$ cat src/rtl/tmr_pkg.sv
package tmr_pkg;
  typedef enum logic [1:0] {
    REG_CTRL = 2'd0,
    REG_CNT  = 2'd1,
    REG_PSC  = 2'd2,
    REG_NONE = 2'd3
  } reg_addr_e;

  // control register bit positions, decoded by software
  localparam int unsigned B_FLAG = 7;
  localparam int unsigned B_IEN  = 6;
  localparam int unsigned B_RUN  = 3;
  localparam int unsigned BUS_W  = 8;
endpackage

$ cat src/rtl/tmr_prescaler.sv
module tmr_prescaler #(
  parameter int unsigned PSC_W = 7,
  parameter int unsigned SEL_W = 3
) (
  input  logic             clk,
  input  logic             rst_n,
  input  logic             tick,
  input  logic             run_q,
  input  logic             hold,
  input  logic             wr,
  input  logic [PSC_W-1:0] wdata,
  input  logic [SEL_W-1:0] sel,
  output logic [PSC_W-1:0] psc,
  output logic             step
);
  localparam logic [PSC_W-1:0] TOP = {PSC_W{1'b1}};

  // low bits that must be zero before a tick counts as a counter step
  function automatic logic [PSC_W-1:0] low_mask(input logic [SEL_W-1:0] s);
    return PSC_W'((33'd1 << s) - 33'd1);
  endfunction

  assign step = tick && run_q && ((psc & low_mask(sel)) == '0);

  always_ff @(posedge clk or negedge rst_n) begin
    if (!rst_n)             psc <= TOP;
    else if (hold)          psc <= TOP;
    else if (wr)            psc <= wdata;
    else if (tick && run_q) psc <= psc - 1'b1;
  end
endmodule

$ cat src/rtl/tmr_counter.sv
module tmr_counter #(
  parameter int unsigned CNT_W = 8
) (
  input  logic             clk,
  input  logic             rst_n,
  input  logic             step,
  input  logic             wr,
  input  logic [CNT_W-1:0] wdata,
  output logic [CNT_W-1:0] cnt,
  output logic             zero_evt
);
  localparam logic [CNT_W-1:0] ONE = CNT_W'(1);

  // a write in the same cycle masks the arrival at zero
  assign zero_evt = step && !wr && (cnt == ONE);

  always_ff @(posedge clk or negedge rst_n) begin
    if (!rst_n)    cnt <= '1;
    else if (wr)   cnt <= wdata;
    else if (step) cnt <= cnt - 1'b1;
  end
endmodule

$ cat src/rtl/tmr_ctrl.sv
module tmr_ctrl #(
  parameter int unsigned SEL_W = 3
) (
  input  logic                       clk,
  input  logic                       rst_n,
  input  logic                       wr,
  input  logic [tmr_pkg::BUS_W-1:0]  wdata,
  input  logic                       zero_evt,
  output logic                       flag,
  output logic                       ien,
  output logic                       run,
  output logic                       run_nxt,
  output logic [SEL_W-1:0]           sel,
  output logic                       clr_req
);
  import tmr_pkg::*;

  assign clr_req = wr && !wdata[B_FLAG];
  assign run_nxt = wr ? wdata[B_RUN] : run;

  always_ff @(posedge clk or negedge rst_n) begin
    if (!rst_n) begin
      ien <= 1'b0;
      run <= 1'b0;
      sel <= '0;
    end else if (wr) begin
      ien <= wdata[B_IEN];
      run <= wdata[B_RUN];
      sel <= wdata[SEL_W-1:0];
    end
  end

  // hardware set wins over a same-cycle software clear
  always_ff @(posedge clk or negedge rst_n) begin
    if (!rst_n)        flag <= 1'b0;
    else if (zero_evt) flag <= 1'b1;
    else if (clr_req)  flag <= 1'b0;
  end
endmodule

$ cat src/rtl/tmr_top.sv
module tmr_top #(
  parameter int unsigned CNT_W = 8,
  parameter int unsigned PSC_W = 7,
  parameter int unsigned SEL_W = 3
) (
  input  logic       clk,
  input  logic       rst_n,
  input  logic       tick,
  input  logic [1:0] addr,
  input  logic       wr_en,
  input  logic [7:0] wdata,
  output logic [7:0] rdata,
  output logic       irq
);
  import tmr_pkg::*;

  logic             ctrl_wr, cnt_wr, psc_wr;
  logic             flag, ien, run, run_nxt, clr_req;
  logic [SEL_W-1:0] sel;
  logic [PSC_W-1:0] psc;
  logic [CNT_W-1:0] cnt;
  logic             step, zero_evt;
  logic [7:0]       ctrl_rd;

  assign ctrl_wr = wr_en && (addr == REG_CTRL);
  assign cnt_wr  = wr_en && (addr == REG_CNT);
  assign psc_wr  = wr_en && (addr == REG_PSC);

  tmr_ctrl #(.SEL_W(SEL_W)) u_ctrl (
    .clk(clk), .rst_n(rst_n), .wr(ctrl_wr), .wdata(wdata),
    .zero_evt(zero_evt), .flag(flag), .ien(ien), .run(run),
    .run_nxt(run_nxt), .sel(sel), .clr_req(clr_req)
  );

  tmr_prescaler #(.PSC_W(PSC_W), .SEL_W(SEL_W)) u_psc (
    .clk(clk), .rst_n(rst_n), .tick(tick), .run_q(run), .hold(!run_nxt),
    .wr(psc_wr), .wdata(wdata[PSC_W-1:0]), .sel(sel), .psc(psc), .step(step)
  );

  tmr_counter #(.CNT_W(CNT_W)) u_cnt (
    .clk(clk), .rst_n(rst_n), .step(step), .wr(cnt_wr),
    .wdata(wdata[CNT_W-1:0]), .cnt(cnt), .zero_evt(zero_evt)
  );

  always_comb begin
    ctrl_rd = 8'h20;
    ctrl_rd[B_FLAG] = flag;
    ctrl_rd[B_IEN]  = ien;
    ctrl_rd[B_RUN]  = run;
    ctrl_rd[SEL_W-1:0] = sel;
  end

  always_comb begin
    unique case (addr)
      REG_CTRL: rdata = ctrl_rd;
      REG_CNT:  rdata = 8'(cnt);
      REG_PSC:  rdata = 8'(psc);
      default:  rdata = 8'h00;
    endcase
  end

  assign irq = flag && ien;
endmodule

$ cat config.mk
export PLATFORM = sky130hd
export DESIGN_NAME = tmr_top
export DESIGN_NICKNAME = d
export VERILOG_FILES = /design/src/rtl/tmr_pkg.sv /design/src/rtl/tmr_prescaler.sv /design/src/rtl/tmr_counter.sv /design/src/rtl/tmr_ctrl.sv /design/src/rtl/tmr_top.sv
export SDC_FILE = /design/constraint.sdc
export NUM_CORES = 1
export LEC_CHECK = 0
export ABC_AREA = 0
export BUFFER_PORTS_ARGS = -buffer_cell sky130_fd_sc_hd__clkbuf_2
export CAP_MARGIN = 30
export CORE_UTILIZATION = 30
export CTS_CLUSTER_DIAMETER = 40
export DETAILED_ROUTE_END_ITERATION = 16
export GPL_TIMING_DRIVEN = 1
export PLACE_DENSITY = 0.6
export SLEW_MARGIN = 0
export SYNTH_ARGS = -nofsm -noshare
export SYNTH_HDL_FRONTEND = slang
export SYNTH_SLANG_ARGS = --single-unit
$ cat constraint.sdc
create_clock -name clk -period 3 [get_ports clk]
set_input_delay 0.15 -clock clk [delete_from_list [all_inputs] [get_ports clk]]
set_output_delay 0.15 -clock clk [all_outputs]
set_load 0.02 [all_outputs]
==> flow_metrics.tcl, run 1 <==
set metrics [dict create \
    netlist.area_leader.share 0.277 \
    grt_overflow 0 \
    placedCellCount 225 \
    antenna_cells 0 \
    synth_area_leaders "dfstp_2 (28%), dfrtp_1 (11%), o21ai_0 (7.0%)" \
    ys_warn_count 0 \
    synthToLayoutAreaGrowth_pct 15.2 \
    busiest_layer "met2" \
    first_pass_iters 6 \
    port_buffers 22 \
    startpoint "u_ctrl.sel[0]" \
    synth_cells 154 \
    fill_cells 475 \
    sw_frac_of_total 0.352 \
    powerDensity_nw_per_um2 526 \
    fin_worst_skew_ns 0.00390 \
    ios 23 \
    drc 0 \
    peakVddDrop_v 0.000239 \
    grt_pass1_wl_um 5680 \
    die_w_um 70.9 \
    start_util 0.320 \
    drtIter0Drc 49 \
    path_clk_slew_ns 0.08 \
    end_kind "register" \
    synth-edff-count 0 \
    grt_pass1_vias 1132 \
    leakage_uw 0.000664 \
    antenna_found_initial 0 \
    synth-async-reset-ratio 1.00 \
    maxSlewHeadroom 0.639 \
    fin_crit_ns 2.30 \
    fin_nets 196 \
    use_met2 0.219 \
    root_buffer "clkbuf_8" \
    finalCritPeriodShare 0.766 \
    p_total_uw 863 \
    wl_um 3380 \
    dp_hpwl_um 2570 \
    fp.dieH_um 70.9 \
    arrival_ns 2.50 \
    status "complete, no violations" \
    p_comb_frac 0.288 \
    required_ns 3.20 \
    seqPwrFrac 0.484 \
    rsz0062_at_grt "false" \
    syn_area_um2 1420 \
    final_cell_mix "nand2_1 (25), clkbuf_2 (22), o21ai_0 (20)" \
    core_um2 4440 \
    wl_per_cell_um 14.7 \
    viasPerCell 5.13 \
    dieArea_um2 5030 \
    cts_buffer_depth 2 \
    synth-main-ff-cell "dfstp_2" \
    cap_violations 0 \
    synth_nets 171 \
    whs_path_depth 3 \
    r2r_cells 5 \
    path_max_fanout 7 \
    std_cell_rows 24 \
    p_switching_uw 304 \
    r2r-start "u_ctrl.sel[0]" \
    critical_path_class "reg2reg" \
    yosysTopAreaCell "dfstp_2" \
    start_kind "register" \
    worst_pin_slew_ns 0.541 \
    setup_viol 0 \
    avgSynthCellArea_um2 9.25 \
    insertion_delay_ns 0.27 \
    netlist-cell-type-count 40 \
    ys_seq_area_frac 0.382 \
    report.final.slew_viol_count 0 \
    grtUsageTotal 0.150 \
    htreeDepth 1 \
    final_common_cell "nand2_1" \
    cts.sinks 21 \
    ys_seq_elements 21 \
    final_cells 230 \
    grt_max_degree 22 \
    hold_path_class "in2reg" \
    pwr-share-clk 0.228 \
    ant_nets 0 \
    cts_tree "done" \
    cts_buffers 3 \
    drive_above_1_share 0.315 \
    holdCritStartpoint "wdata[7]" \
    grt_util_met3 0.0199 \
    finalSetupTns_ns 0 \
    r2r_end "u_cnt.cnt[6]" \
    final_hold_viol_count 0 \
    min_to "u_cnt.cnt[7]" \
    max_freq_mhz 435 \
    final_util 0.369 \
    grt_util_met1 0.218 \
    internal_power_uw 560 \
    r2r_setup_slack_ns 0.70 \
    gp_congestion 0.829 \
    route.vias.total 1181 \
]
-- sequential cells by signal (all words and copies together) (netlist names) --
signal / cells
u_cnt.cnt: 8
u_psc.psc: 7
u_ctrl.sel: 3
u_ctrl.flag: 1
u_ctrl.ien: 1
u_ctrl.run: 1
-- final cells by class --
cell class | count | area (um^2) | share of cell area
Tap cell | 52 | 65.1 | 0.0397
Multi-Input combinational cell | 122 | 823 | 0.502
Inverter | 5 | 18.8 | 0.0114
Clock inverter | 1 | 5.00 | 0.00305
Timing Repair Buffer | 26 | 143 | 0.0870
Sequential cell | 21 | 544 | 0.332
Clock buffer | 3 | 41.3 | 0.0252
-- worst max-delay path: stages (launching register included) --
cell	delay, ns
dfrtp_1	0.46
a2111oi_4	0.43
o2111ai_4	0.22
or4_4	0.57
and3_1	0.19
or3_1	0.36
-- logic make-up after synthesis --
logic type                 count (synthesis)  share of synthesized area
AOI/OAI and AO/OA                         30                      0.153
muxes                                     13                     0.0958
adders and majority gates                  4                     0.0334
xor gates and xnor gates                  10                     0.0615
buffers and inverters                     11                     0.0395
and+or+nand+nor                           65                      0.235
DFF                                       21                      0.382
-- stage by stage --
step                cell area [um^2]  hold slack (ns)  setup slack [ns]
finish                          1640           0.0884             0.703
global route                    1640            0.109             0.618
CTS                             1640           0.0903             0.696
detailed placement              1580            0.160             0.710
global placement                1580            0.157             0.768
floorplan                       1420           -0.146             0.829
-- power by group through the flow --
stage	logic, uW	clock network, uW	registers, uW
final	249	197	418
after global routing	281	219	426
after CTS	250	208	418
after detailed placement	247	0	422
after global placement	245	0	421
after floorplan	188	0	402
-- cells in the mapped netlist (2+ instances only) --
| library cell | number |
|---|---|
| ha_1 | 3 |
| nand2b_1 | 2 |
| and3_1 | 2 |
| o21ai_0 | 20 |
| dfstp_2 | 15 |
| clkbuf_1 | 4 |
| nor2b_1 | 2 |
| a21oi_1 | 3 |
| nor3_1 | 2 |
| nand3_1 | 3 |
| inv_1 | 5 |
| mux2_2 | 5 |
| dfrtp_1 | 6 |
| nor2_1 | 9 |
| mux2i_1 | 8 |
| or3_1 | 3 |
| nand3b_1 | 2 |
| nor4_1 | 4 |
| nor3b_1 | 2 |
| xnor2_1 | 8 |
| o211ai_1 | 2 |
| xor2_1 | 2 |
| nand2_1 | 25 |
-- timing repair --
item	in CTS	in global routing
hold endpoints to repair	6	0
setup buffers	0	0
resized for setup	0	0
hold buffers	1	0
-- how the worst max path moves through the flow --
stage	to	slack [ns]	cells after the start
final	u_cnt.cnt[6]	0.70	5
after global routing	u_cnt.cnt[6]	0.62	5
after CTS	u_cnt.cnt[6]	0.70	5
after detailed placement	u_cnt.cnt[6]	0.71	5
after global placement	u_cnt.cnt[6]	0.77	5
after floorplan	u_cnt.cnt[6]	0.83	5
-- per-layer routing --
| layer | vias to the layer above | routed length (um) |
|---|---|---|
| met2 | 34 | 1430 |
| met3 | 5 | 169 |
| met1 | 552 | 1710 |
| met5 | - | 0 |
| met4 | 0 | 63 |
| li1 | 590 | - |
No activity file was read; power rests on OpenSTA's default activity.
==> inputs of run 2 (changes only) <==
==> constraint.sdc (replaced) <==
create_clock -name clk -period 2.2 [get_ports clk]
set_input_delay 0.11 -clock clk [delete_from_list [all_inputs] [get_ports clk]]
set_output_delay 0.11 -clock clk [all_outputs]
set_load 0.02 [all_outputs]
==> run 2 against run 1 <==
Against the previous run: final cell count is 1.7% higher; register-to-register slack worse by 0.65 ns; via count is 0.68% higher; first-iteration DRC count is 24% higher; worst hold slack worse by 0.052 ns; power is 38% higher; critical endpoint unchanged; largest power group unchanged; highest routed layer unchanged.
==> flow_metrics.tcl, run 2 (same netlist as run 1, synthesis figures left out) <==
set metrics [dict create \
    grt_pass1_vias 1124 \
    antenna_found_initial 0 \
    wl_per_cell_um 14.3 \
    place_ws_ns 0.0118 \
    ios 23 \
    gp_congestion 0.832 \
    whs_path_depth 3 \
    final_hold_viol_count 0 \
    final_cell_mix "nand2_1 (25), clkbuf_2 (22), o21ai_0 (20)" \
    setup_slack_ns 0.0571 \
    cts_buffers 3 \
    std_cell_rows 24 \
    largest_reg_flops 8 \
    cts_tree "done" \
    leakage_uw 0.000681 \
    critical_path_class "reg2reg" \
    finalCritPeriodShare 0.974 \
    p_total_uw 1190 \
    root_buffer "clkbuf_8" \
    arrival_ns 2.34 \
    r2r-start "u_ctrl.sel[0]" \
    drive_above_1_share 0.335 \
    path_clk_slew_ns 0.08 \
    dieArea_um2 5030 \
    ant_nets 0 \
    report.final.slew_viol_count 0 \
    m1WireLength_um 1700 \
    die_w_um 70.9 \
    cts.sinks 21 \
    final_common_cell "nand2_1" \
    viasPerCell 5.08 \
    finalSetupTns_ns 0 \
    end_kind "register" \
    route.vias.total 1189 \
    maxSlewHeadroom 0.641 \
    fin_worst_skew_ns 0.00319 \
    fill_cells 446 \
    grt_pass1_wl_um 5530 \
    core_um2 4440 \
    grtUsageTotal 0.141 \
    path_max_fanout 4 \
    powerDensity_nw_per_um2 713 \
    r2r_end "u_cnt.cnt[6]" \
    grt_max_degree 22 \
    first_pass_iters 6 \
    peakVddDrop_v 0.000312 \
    wl_um 3340 \
    required_ns 2.40 \
    htreeDepth 1 \
    top_layer "met4" \
    status "complete, no violations" \
    drc 0 \
    min_to "u_cnt.cnt[7]" \
    grt_overflow 0 \
    start_kind "register" \
    top_regs "u_cnt.cnt x8, u_psc.psc x7, u_ctrl.sel x3" \
    fp.dieH_um 70.9 \
    setup_viol 0 \
    antenna_cells 0 \
    drtIter0Drc 61 \
    fin_crit_ns 2.14 \
    r2r_cells 5 \
    cap_violations 0 \
    largest-register "u_cnt.cnt" \
    start_util 0.320 \
    hold_path_class "in2reg" \
    holdCritStartpoint "wdata[7]" \
    insertion_delay_ns 0.27 \
    rsz0062_at_grt "false" \
    wl_met3_um 189 \
    cts_buffer_depth 2 \
    met2_length_um 1410 \
    r2r_setup_slack_ns 0.06 \
    port_buffers 22 \
    fin_nets 200 \
    synthToLayoutAreaGrowth_pct 17.4 \
    worst_pin_slew_ns 0.538 \
    max_freq_mhz 467 \
    dp_hpwl_um 2550 \
]
[run 2: cell types whose count changed in the layout (fill, tap and decap cells not counted), sizes merged]
cell,delta
buf,+4
[run 2: how the worst max path moves through the flow]
stage,end,from,slack (ns)
detailed placement,u_cnt.cnt[6],u_ctrl.sel[0],0.01
global route,u_cnt.cnt[6],u_ctrl.sel[0],0.01
finish,u_cnt.cnt[6],u_ctrl.sel[0],0.06
global placement,u_cnt.cnt[6],u_ctrl.sel[0],0.04
CTS,u_cnt.cnt[6],u_ctrl.sel[0],0.003
floorplan,u_cnt.cnt[6],u_ctrl.sel[0],0.03
[run 2: through the flow]
stage | util | cells | instance area (um^2) | hold WS [ns]
after floorplan | - | 154 | 1420 | -0.186
after global placement | 0.363 | 229 | 1610 | 0.120
after detailed placement | 0.363 | 229 | 1610 | 0.121
after CTS | 0.376 | 234 | 1670 | 0.0371
after global routing | 0.376 | 234 | 1670 | 0.0559
final | 0.376 | 234 | 1670 | 0.0366
[run 2: report_power, final]
| group | internal, uW | switching [uW] |
|---|---|---|
| combinational | 170 | 191 |
| clock | 127 | 141 |
| sequential | 482 | 81.3 |
| total | 779 | 414 |
[run 2: routing by layer]
layer / up-vias / GRT usage
met4: 0 / 0.0400
met5: - / 0
li1: 597 / -
met1: 557 / 0.207
met2: 31 / 0.214
met3: 4 / 0.0256
[run 2: repair_timing]
action | 4_1_cts | 5_1_grt
hold endpoints to repair | 6 | 0
gates resized for setup | 0 | 1
setup buffers | 0 | 0
hold buffers | 1 | 0
setup endpoints to repair | 0 | 1
[run 2: critical path, stage by stage (launching register included)]
cell,delay (ns)
dfrtp_2,0.45
maj3_1,0.37
o22a_4,0.19
or4_4,0.52
and3_1,0.19
or3_1,0.36
[run 2: layout make-up]
type,instances,area (um^2),area share
Multi-Input combinational cell,122,823,0.493
Sequential cell,21,546,0.326
Timing Repair Buffer,30,173,0.103
Tap cell,52,65.1,0.0389
Clock buffer,3,41.3,0.0247
Inverter,5,18.8,0.0112
Clock inverter,1,5.00,0.00299
==> inputs of run 3 (changes only) <==
--- a/config.mk
+++ b/config.mk
@@ -8,6 +8,7 @@
 export ABC_AREA = 0
 export BUFFER_PORTS_ARGS = -buffer_cell sky130_fd_sc_hd__clkbuf_2
 export CAP_MARGIN = 30
+export CORE_ASPECT_RATIO = 0.8
 export CORE_UTILIZATION = 30
 export CTS_CLUSTER_DIAMETER = 40
 export DETAILED_ROUTE_END_ITERATION = 16
==> run 3 against run 2 <==
Against the previous run: die area is essentially flat; final area rose by 0.15%; fmax grew 2.1%; critical path depth did not move; highest routed layer unchanged.
==> flow_metrics.tcl, run 3 (same netlist as run 1, synthesis figures left out) <==
set metrics [dict create \
    dp_hpwl_um 2660 \
    ant_nets 0 \
    port_buffers 22 \
    p_total_uw 1180 \
    viasPerCell 4.96 \
    critical_path_class "reg2reg" \
    final_util 0.366 \
    cts_buffer_depth 2 \
    grt_pass1_wl_um 5650 \
    cts.sinks 21 \
    peakVddDrop_v 0.000295 \
    grt_max_degree 22 \
    cts_tree "done" \
    fin_worst_skew_ns 0.00389 \
    antenna_found_initial 0 \
    final_hold_viol_count 0 \
    drtIter0Drc 47 \
    htreeDepth 1 \
    std_cell_rows 22 \
    cap_violations 0 \
    required_ns 2.39 \
    antenna_cells 0 \
    die_w_um 79.0 \
    largest_reg_flops 8 \
    core_um2 4570 \
    worstPathCellList "maj3_2 > o22a_4 > or4_4 > and3_1 > or3_1" \
    cts_buffers 3 \
    worst_pin_slew_ns 0.551 \
    crit_family "simple AND/OR/NAND/NOR gates" \
    wl_um 3420 \
    hold_path_class "in2reg" \
    max_freq_mhz 477 \
    wl_per_cell_um 14.2 \
    finalCritPeriodShare 0.954 \
    synthToLayoutAreaGrowth_pct 17.6 \
    dieArea_um2 5030 \
    insertion_delay_ns 0.26 \
    route.vias.total 1195 \
    grt_pass1_vias 1152 \
    ios 23 \
    grt_overflow 0 \
    path_max_fanout 5 \
    path_clk_slew_ns 0.08 \
    fin_crit_ns 2.10 \
    maxSlewHeadroom 0.633 \
    final_cell_mix "nand2_1 (25), clkbuf_2 (22), o21ai_0 (20)" \
    path_buf_inv 0 \
    powerDensity_nw_per_um2 702 \
    grtUsageTotal 0.148 \
    setup_viol 0 \
    top_regs "u_cnt.cnt x8, u_psc.psc x7, u_ctrl.sel x3" \
    report.final.slew_viol_count 0 \
    rsz0062_at_grt "false" \
    drc 0 \
    arrival_ns 2.29 \
    max_stage_delay_ns 0.52 \
    leakage_uw 0.000674 \
    largest-register "u_cnt.cnt" \
    drive_above_1_share 0.331 \
    start_util 0.312 \
    final_common_cell "nand2_1" \
    status "complete, no violations" \
    gp_congestion 0.828 \
    first_pass_iters 4 \
    fin_nets 199 \
    root_buffer "clkbuf_8" \
    fp.dieH_um 63.6 \
    end_kind "register" \
    slowest_stage "or4_4" \
    start_kind "register" \
]
## run 3: changes by cell type in the layout (fill, tap and decap cells not counted), sizes merged
cell,change
buf,-1
clkbuf,+1
clkinv,-1
## run 3: power breakdown
part | leakage (uW) | total (uW) | internal, uW | switching [uW]
logic | 0.000422 | 347 | 162 | 185
registers | 0.000230 | 574 | 483 | 91.4
clock network | 0.0000228 | 254 | 129 | 125
total | 0.000674 | 1180 | 774 | 401
## run 3: worst min-delay path, delay by kind of cell
family | cells | cell delay (ns)
AOI/OAI and AO/OA | 1 | 0.06
buffers and inverters | 1 | 0.09
and+or+nand+nor | 1 | 0.05
## run 3: path summary, 6_finish.rpt
| check | startpoint | endpoint | slack, ns | depth (start not counted) |
|---|---|---|---|---|
| setup / recovery | u_ctrl.sel[0] | u_cnt.cnt[6] | 0.10 | 5 |
| hold / removal | wdata[7] | u_cnt.cnt[7] | 0.05 | 3 |
| setup reg to reg | u_ctrl.sel[0] | u_cnt.cnt[6] | 0.10 | 5 |
| hold reg to reg | u_cnt.cnt[1] | u_cnt.cnt[1] | 0.55 | 2 |
| max in group asynchronous | rst_n | u_ctrl.sel[0] | 1.44 | 2 |
| min in group asynchronous | rst_n | u_ctrl.flag | 0.36 | 2 |
## run 3: per-layer routing
metal,share of wire,GRT usage
met1,0.53,0.217
met2,0.42,0.214
met3,0.049,0.0449
met4,0.0050,0.0273
met5,0,0
## run 3: stage by stage
| stage | hold slack [ns] | std cells | TNS, ns | setup WS [ns] | area (um^2) |
|---|---|---|---|---|---|
| global placement | 0.112 | 235 | 0 | 0.0256 | 1610 |
| detailed placement | 0.125 | 235 | -0.00390 | -0.00390 | 1610 |
| finish | 0.0516 | 241 | 0 | 0.102 | 1670 |
| global route | 0.0627 | 241 | 0 | 0.00642 | 1670 |
| floorplan | -0.186 | 154 | 0 | 0.0289 | 1420 |
| CTS | 0.0490 | 240 | 0 | 0.00792 | 1670 |
## run 3: area by class of cell
| type | instances | area [um^2] |
|---|---|---|
| fill | 502 | 2900 |
| timing repair buffer | 29 | 165 |
| inverter | 5 | 18.8 |
| multi-input combinational | 122 | 825 |
| clock buffer | 4 | 45.0 |
| tap | 60 | 75.1 |
| sequential | 21 | 546 |
## run 3: repair_timing
action,in CTS,in global routing
pin swaps,0,2
setup endpoints to repair,1,1
resized for setup,1,1
hold buffers,1,0
endpoints found under the hold margin,6,0
buffers inserted,0,1
